===== config.mk =====
export PLATFORM = sky130hd
export DESIGN_NAME = cps_page_seq
export DESIGN_NICKNAME = d
export VERILOG_FILES = /design/src/rtl/cps_pkg.sv /design/src/rtl/cps_desc_table.sv /design/src/rtl/cps_fetch.sv /design/src/rtl/cps_page_seq.sv
export SDC_FILE = /design/constraint.sdc
export NUM_CORES = 1
export LEC_CHECK = 0
export BUFFER_PORTS_ARGS = -buffer_cell sky130_fd_sc_hd__buf_2
export CORE_ASPECT_RATIO = 1.1
export CORE_MARGIN = 5
export CORE_UTILIZATION = 65
export CTS_CLUSTER_DIAMETER = 60
export DETAILED_ROUTE_END_ITERATION = 16
export PLACE_DENSITY = 0.84
export SLEW_MARGIN = 15
export SYNTH_ARGS = -nofsm -noshare
export SYNTH_HDL_FRONTEND = slang
export SYNTH_HIERARCHICAL = 1
export SYNTH_SLANG_ARGS = --single-unit

===== constraint.sdc =====
create_clock -name clk -period 13.05 [get_ports clk]
set_clock_uncertainty 0.2 [all_clocks]
set_input_delay 3.915 -clock clk [delete_from_list [all_inputs] [get_ports clk]]
set_output_delay 3.915 -clock clk [all_outputs]
set_load 0.005 [all_outputs]

===== src/rtl/cps_pkg.sv =====
package cps_pkg;

  typedef enum logic [1:0] {
    CPS_IDLE   = 2'd0,
    CPS_LOOK   = 2'd1,
    CPS_STREAM = 2'd2
  } cps_state_e;

  // A page is unusable when empty or when it runs past the last memory word.
  function automatic logic span_bad(input int unsigned first,
                                    input int unsigned count,
                                    input int unsigned words);
    return (count == 0) || ((first + count) > words);
  endfunction

endpackage


===== src/rtl/cps_desc_table.sv =====
module cps_desc_table #(
  parameter int ADDR_W = 8,
  parameter int SEL_W  = 3
) (
  input  logic              clk,
  input  logic              rst_n,
  input  logic              wr_en,
  input  logic              wr_allow,
  input  logic [SEL_W-1:0]  wr_idx,
  input  logic [ADDR_W-1:0] wr_start,
  input  logic [ADDR_W:0]   wr_len,
  input  logic [SEL_W-1:0]  rd_idx,
  output logic [ADDR_W-1:0] rd_start,
  output logic [ADDR_W:0]   rd_len
);
  localparam int ENTRIES = 1 << SEL_W;

  logic [ADDR_W-1:0] start_r [ENTRIES];
  logic [ADDR_W:0]   len_r   [ENTRIES];

  for (genvar i = 0; i < ENTRIES; i++) begin : g_entry
    wire hit = wr_en && (wr_idx == SEL_W'(i));
    always_ff @(posedge clk) begin
      if (!rst_n) begin
        start_r[i] <= '0;
        len_r[i]   <= '0;
      end else if (hit && wr_allow) begin
        start_r[i] <= wr_start;
        len_r[i]   <= wr_len;
      end
    end


    busy_write_ignored_chk: assert property (@(posedge clk) disable iff (!rst_n)
      (hit && !wr_allow) |=> ($stable(start_r[i]) && $stable(len_r[i])));
  end

  assign rd_start = start_r[rd_idx];
  assign rd_len   = len_r[rd_idx];
endmodule


===== src/rtl/cps_fetch.sv =====
module cps_fetch #(
  parameter int ADDR_W = 8,
  parameter int DATA_W = 16
) (
  input  logic              clk,
  input  logic              rst_n,
  input  logic              load,
  input  logic              abort,
  input  logic              active,
  input  logic [ADDR_W-1:0] start,
  input  logic [ADDR_W:0]   len,
  input  logic              out_ready,
  input  logic [DATA_W-1:0] mem_rdata,
  output logic              mem_rd,
  output logic [ADDR_W-1:0] mem_addr,
  output logic              out_valid,
  output logic [DATA_W-1:0] out_data,
  output logic              last_accept
);
  localparam int LEN_W = ADDR_W + 1;

  logic [ADDR_W-1:0] addr_q;
  logic [LEN_W-1:0]  issue_left;
  logic [LEN_W-1:0]  acc_left;
  logic              pend_q;

  wire accept    = out_valid && out_ready;
  wire slot_free = !out_valid || out_ready;
  wire issue     = active && !pend_q && (issue_left != '0) && slot_free;

  assign mem_rd      = issue;
  assign mem_addr    = addr_q;
  assign last_accept = accept && (acc_left == LEN_W'(1));

  always_ff @(posedge clk) begin
    if (!rst_n) begin
      addr_q     <= '0;
      issue_left <= '0;
      acc_left   <= '0;
      pend_q     <= 1'b0;
      out_valid  <= 1'b0;
      out_data   <= '0;
    end else if (abort) begin
      issue_left <= '0;
      acc_left   <= '0;
      pend_q     <= 1'b0;
      out_valid  <= 1'b0;
    end else if (load) begin
      addr_q     <= start;
      issue_left <= len;
      acc_left   <= len;
      pend_q     <= 1'b0;
      out_valid  <= 1'b0;
    end else begin
      pend_q <= issue;
      if (issue) begin
        addr_q     <= addr_q + ADDR_W'(1);
        issue_left <= issue_left - LEN_W'(1);
      end
      if (pend_q) begin
        out_data  <= mem_rdata;
        out_valid <= 1'b1;
      end else if (accept) begin
        out_valid <= 1'b0;
      end
      if (accept) acc_left <= acc_left - LEN_W'(1);
    end
  end


  one_outstanding_chk: assert property (@(posedge clk) disable iff (!rst_n)
    mem_rd |=> !mem_rd);


  stall_hold_chk: assert property (@(posedge clk) disable iff (!rst_n)
    (out_valid && !out_ready && !abort) |=> (out_valid && $stable(out_data)));


  read_before_deliver_chk: assert property (@(posedge clk) disable iff (!rst_n)
    issue_left <= acc_left);
endmodule


===== src/rtl/cps_page_seq.sv =====
module cps_page_seq
  import cps_pkg::*;
#(
  parameter int ADDR_W = 8,
  parameter int DATA_W = 16,
  parameter int SEL_W  = 3
) (
  input  logic              clk,
  input  logic              rst_n,
  input  logic              oe,
  input  logic              reconfig,
  input  logic [SEL_W-1:0]  page_sel,
  input  logic              desc_we,
  input  logic [SEL_W-1:0]  desc_idx,
  input  logic [ADDR_W-1:0] desc_start,
  input  logic [ADDR_W:0]   desc_len,
  output logic              mem_rd,
  output logic [ADDR_W-1:0] mem_addr,
  input  logic [DATA_W-1:0] mem_rdata,
  output logic              out_valid,
  input  logic              out_ready,
  output logic [DATA_W-1:0] out_data,
  output logic              done,
  output logic              error,
  output logic              busy
);
  localparam int unsigned MEM_WORDS = 1 << ADDR_W;

  cps_state_e        state;
  logic              oe_q;
  logic [SEL_W-1:0]  sel_q;
  logic [ADDR_W-1:0] look_start;
  logic [ADDR_W:0]   look_len;
  logic              last_accept;

  wire oe_rise   = oe && !oe_q;
  wire start_evt = (state == CPS_IDLE) && oe_rise && !reconfig;
  wire look_bad  = span_bad(32'(look_start), 32'(look_len), MEM_WORDS);
  wire in_look   = (state == CPS_LOOK) && !reconfig;
  wire load_evt  = in_look && !look_bad;
  wire err_evt   = in_look && look_bad;

  assign busy = (state != CPS_IDLE);

  cps_desc_table #(.ADDR_W(ADDR_W), .SEL_W(SEL_W)) u_table (
    .clk      (clk),
    .rst_n    (rst_n),
    .wr_en    (desc_we),
    .wr_allow (!busy),
    .wr_idx   (desc_idx),
    .wr_start (desc_start),
    .wr_len   (desc_len),
    .rd_idx   (sel_q),
    .rd_start (look_start),
    .rd_len   (look_len)
  );

  cps_fetch #(.ADDR_W(ADDR_W), .DATA_W(DATA_W)) u_fetch (
    .clk         (clk),
    .rst_n       (rst_n),
    .load        (load_evt),
    .abort       (reconfig),
    .active      (state == CPS_STREAM),
    .start       (look_start),
    .len         (look_len),
    .out_ready   (out_ready),
    .mem_rdata   (mem_rdata),
    .mem_rd      (mem_rd),
    .mem_addr    (mem_addr),
    .out_valid   (out_valid),
    .out_data    (out_data),
    .last_accept (last_accept)
  );

  always_ff @(posedge clk) begin
    if (!rst_n) begin
      state <= CPS_IDLE;
      oe_q  <= 1'b0;
      sel_q <= '0;
      done  <= 1'b0;
      error <= 1'b0;
    end else begin
      oe_q <= oe;
      done <= 1'b0;
      if (reconfig) begin
        state <= CPS_IDLE;
      end else begin
        unique case (state)
          CPS_IDLE: if (start_evt) begin
            sel_q <= page_sel;
            error <= 1'b0;
            state <= CPS_LOOK;
          end
          CPS_LOOK: begin
            if (err_evt) begin
              error <= 1'b1;
              state <= CPS_IDLE;
            end else begin
              state <= CPS_STREAM;
            end
          end
          CPS_STREAM: if (last_accept) begin
            done  <= 1'b1;
            state <= CPS_IDLE;
          end
          default: state <= CPS_IDLE;
        endcase
      end
    end
  end


  start_needs_oe_chk: assert property (@(posedge clk) disable iff (!rst_n)
    $rose(busy) |-> $past(oe));


  done_pulse_chk: assert property (@(posedge clk) disable iff (!rst_n)
    done |=> !done);


  done_idle_chk: assert property (@(posedge clk) disable iff (!rst_n)
    done |-> !busy);


  error_silent_chk: assert property (@(posedge clk) disable iff (!rst_n)
    error |-> (!mem_rd && !out_valid));


  abort_clears_chk: assert property (@(posedge clk) disable iff (!rst_n)
    reconfig |=> (!busy && !out_valid));
endmodule


-- Word-level counts from Yosys, hierarchy flattened
Memories as Yosys holds them, arrays and structs flattened. A register that Yosys moved wholly into a read port is not among the register bits.
Cells that the tools add are included.
- divide/modulo/power cells: 0
- shift operators: 0
- $lt $le $gt $ge: 1
- reduce and logical (&&, ||, !) cells: 52
- bitwise gates (word level): 20
- multiply operators: 0
- add/subtract/negate cells: 4
- muxes and demuxes: 61
- eq/ne operators: 13
- operators with widths (kind ; number):
    $mux 9 ; 12
    $mux 8 ; 10
    $mux 1 ; 30
    $logic_and 1x1->1 ; 27
    $sub 9x1->9 const B ; 2
    $or 1x1->1 ; 16
    $eq 3x3->1 const B ; 4
    $mux 3 ; 4
    $add 8x9->10 ; 1
    $gt 10x9->1 const B ; 1
    $reduce_bool 2->1 ; 5
    $eq 9x1->1 const B ; 1
    $logic_not 9->1 ; 1
    $reduce_bool 9->1 ; 1
    $add 8x1->8 const B ; 1
    $eq 3x2->1 const B ; 2
    $logic_not 1->1 ; 6
    $mux 2 ; 3
    $ne 2x2->1 const B ; 3
    $pmux 2 s3 ; 1
    $reduce_and 3->1 ; 2
    $reduce_or 3->1 ; 2
    $not 1->1 ; 4
    $reduce_and 2->1 ; 2
    9 further kinds ; 10
- output and inout bits: 29
- memories: 2
- bits in latches: 0
- flip-flop bits (word level): 52
- memory bits (read-only): 0
- RAM bits: 136
- memory list (memory ; words ; width ; rd ports ; clocked after memory_dff ; wr ports ; line ; text):
    u_table.len_r ; 8 ; 9 ; 1 ; 1 ; 8 ; cps_desc_table.sv:19 ; logic [ADDR_W:0] len_r [ENTRIES];
    u_table.start_r ; 8 ; 8 ; 1 ; 1 ; 8 ; cps_desc_table.sv:18 ; logic [ADDR_W-1:0] start_r [ENTRIES];

-- Longest topological paths before layout
- word-level depth: 7
- mapped depth: 20
- mapped depth without buffers: 16

-- Cells and area by module
The synthesis kept the hierarchy.
- by module, submodules not included (module ; times used ; cells an instance ; area each (um2)):
    cps_desc_table ; 1 ; 396 ; 6150.9
    cps_fetch ; 1 ; 249 ; 2068.2
    cps_page_seq ; 1 ; 99 ; 842.1

-- Worst setup path before layout
Ideal clock, no wire load.
- kind: input to output
- start point: input out_ready
- end point: output mem_rd
- data arrival time: 4.430 ns
- cell stages on the path: 4
- path slack: 4.505 ns
- path buffers: 0
- cells stage by stage: nor2b_1 nor2_2 nand2_1 inv_1
- longest elaborated chain between the ends: 2
- RTL lines (element ; line ; text):
    from (decl) ; cps_page_seq.sv:21 ; input logic out_ready,
    $logic_or 1x1->1 ; cps_fetch.sv:28 ; wire slot_free = !out_valid || out_ready;
    $logic_and 1x1->1 ; cps_fetch.sv:29 ; wire issue = active && !pend_q && (issue_left != '0) && slot_free;
    to (decl) ; cps_page_seq.sv:17 ; output logic mem_rd,
Every way passes these cells.

-- Worst setup path in the final report
Ends and elaborated chain as after synthesis.

==> metrics <==
CTS root buf=clkbuf_16; Routed Antenna Nets=0; number of diodes=0; Slew @ Worst Pin=roughly 1.1 ns; Net Count, Synth=between 800 and 900; # Post-CTS Setup Buffers=0; Hold Crit Class=reg -> reg; FP Rows=45; total grt overflow=0; total power=about 1.3 mW; Synth Area per Inst=12.2 µm²; Yosys warning count=6; utilization after layout=around three quarters; Post-CTS Hold Fix Bufs=0; Final Cycle Share=around two thirds; total clock sinks=188; Core Region=13700 µm²; outcome=finished, final reports clean; pin count of the biggest net entering global routing=69; RSZ-0062 raised after global routing=false; Fin. Hold Viols=0; drt via density=about 6.4; chip height=134 µm; First-pass DRT Iterations=6; crit path DAT=4.84 ns; Clock Latency Late Sink=about 0.43 ns; final WL=21100 µm; CTS tree=yes; Port Buffer Count=between 70 and 80; min Tclk post-route=8.96 ns; post-synth cell types=70; TritonCTS Buffers=17; most used routing layer=met2; initial antenna violation count=0; Final setup violation count=0; met2 Track Usage GR=a little under half; grt met3 use=6.20%; PostCTS Resize Cnt=0; clk slew on worst S/H paths=0.06 ns; GRT Total Usage=26.8%; Max transition margin=24.3%; CTS max path bufs=2; total vias in the final route=6443; Post-synth top flop=edfxtp_1; CP Capture Type=output pin; Critical Path RT=8.93 ns; # DRC=0; first-pass GRT wire length=33500 µm; area of the mapped netlist=9060 µm²; # H-tree levels=4; VDD IR max=~0.00011 V; Fillers=925; Post-synth EDFFs=136; I/O pin cnt=between 70 and 80; dpl ws=4.10 ns; 1st-iter DRT viols=740; area grow syn2layout=11.8%; #FFs+latches synth=188; sequential area share after synthesis=56.6%; GP Congestion=0.913; WL/cell=21.1 µm; layout cells sized above 1=around a fifth; Mapped Cells=around 740; vias in the first global route=6521; met1 Use GR=33.6%; Cell Pwr Density=130 nW/µm²; die area=16400 µm²; Initial Util=66.0%; final slew viol count=0; ys async rst share=0%; Startpoint Class=input port; Leak=3.53 nW; die width=between 100 and 150 µm; final setup margin=a little over 4 ns; Max Cap Viol=0; layout net count=860; worst-path maximum fanout=8; f_max=roughly 110 MHz; DP HPWL=13700 µm; CP Class=in -> out; setup total negative slack=0 ns
[synth_stat cells, types with 4 or more instances]
cell type / instances / area (µm²)
o21ai_0: 19 / 95.1
nand3_1: 11 / 55.1
xnor2_1: 8 / 70.1
dfxtp_1: 52 / 1040
nor2b_1: 7 / 43.8
buf_1: 7 / 26.3
a21oi_1: 48 / 240
nor2_1: 20 / 75.1
nor4_1: 4 / 25.0
o211ai_1: 6 / 45.0
buf_2: 4 / 20.0
and2_1: 4 / 25.0
xor2_1: 11 / 96.3
nand2_1: 52 / 195
nor3_1: 144 / 721
mux4_1: 24 / 631
mux4_2: 10 / 225
o31ai_1: 6 / 45.0
nand2b_1: 8 / 50.1
inv_1: 13 / 48.8
mux2i_1: 4 / 40.0
mux2_2: 18 / 203
clkinv_1: 18 / 67.6
clkbuf_1: 33 / 124
ha_1: 12 / 150
edfxtp_1: 136 / 4080
buf_6: 5 / 56.3
[layer usage]
metal | routed length, µm | up-vias
met3 | 1700 | 48
met2 | 10700 | 312
met5 | 0 | -
met1 | 8170 | 3134
li1 | - | 2949
met4 | 600 | 0
[cell type report]
cell class	count	area, µm²	share of cell area [%]
clock buffer	22	444	4.39
clock inverter	10	118	1.16
inverter	31	116	1.15
multi-input combinational	474	3600	35.5
sequential	188	5130	50.6
tap	188	235	2.32
timing repair buffer	90	493	4.87
[registers in the layout, summed over array words and instances, names as in the netlist, 2 cells and up]
signal / flops
state: 2
u_fetch/out_data: 16
sel_q: 3
u_fetch/acc_left: 9
u_table/len_r: 72
u_fetch/mem_addr: 8
u_table/start_r: 64
u_fetch/issue_left: 9
[worst max-delay path, stage by stage]
cell and delay, ns:
buf_2 0.13, nor2b_1 0.09, nor2_2 0.28, nand2_1 0.15, inv_1 0.14, buf_2 0.14
[power breakdown]
part / switching (mW) / internal, mW
registers: 0.0102 / 0.663
clock network: 0.214 / 0.283
logic: 0.0905 / 0.0529
total: 0.315 / 0.999
[path summary, 6_finish.rpt]
path | slack (ns) | endpoint | cells after the start | startpoint
worst min-delay path | 0.25 | u_fetch/out_data[7] | 2 | u_fetch/out_data[7]
worst min register to register | 0.25 | u_fetch/out_data[7] | 2 | u_fetch/out_data[7]
worst max register to register | 6.80 | u_fetch/mem_addr[7] | 15 | sel_q[0]
worst max-delay path | 4.09 | mem_rd | 6 | out_ready
[placed cells by master (no fill, tap or decap), types with 4 or more instances in the layout]
cell / count
a21oi_1: 48
and2_1: 4
buf_2: 73
buf_4: 17
clkbuf_1: 5
clkbuf_16: 17
clkinv_1: 19
dfxtp_1: 51
edfxtp_1: 136
ha_1: 12
inv_1: 13
mux2_2: 18
mux2i_1: 4
mux4_1: 24
mux4_2: 10
nand2_1: 52
nand2b_1: 8
nand3_1: 11
nor2_1: 20
nor2b_1: 7
nor3_1: 144
nor4_1: 4
o211ai_1: 6
o21ai_0: 11
o21ai_1: 11
o31ai_1: 6
xnor2_1: 8
xor2_1: 11
[through the flow]
stage	hold slack, ns	instance area (µm²)	cells
floorplan	0.253	9060	744
CTS	0.259	10100	1003
global route	0.279	10100	1003
detailed placement	0.249	9570	971
finish	0.254	10100	1003
global placement	0.238	9570	971
[cells by family after synthesis]
group	after synthesis	synth area share (%)
muxes	56	12.1
AOI/OAI and AO/OA	107	7.59
adders and majority gates	13	1.88
xor gates and xnor gates	19	1.84
DFF	188	56.6
buffers and inverters	82	3.89
and+or+nand+nor	279	16.1
No activity file was read; power rests on OpenSTA's default activity.
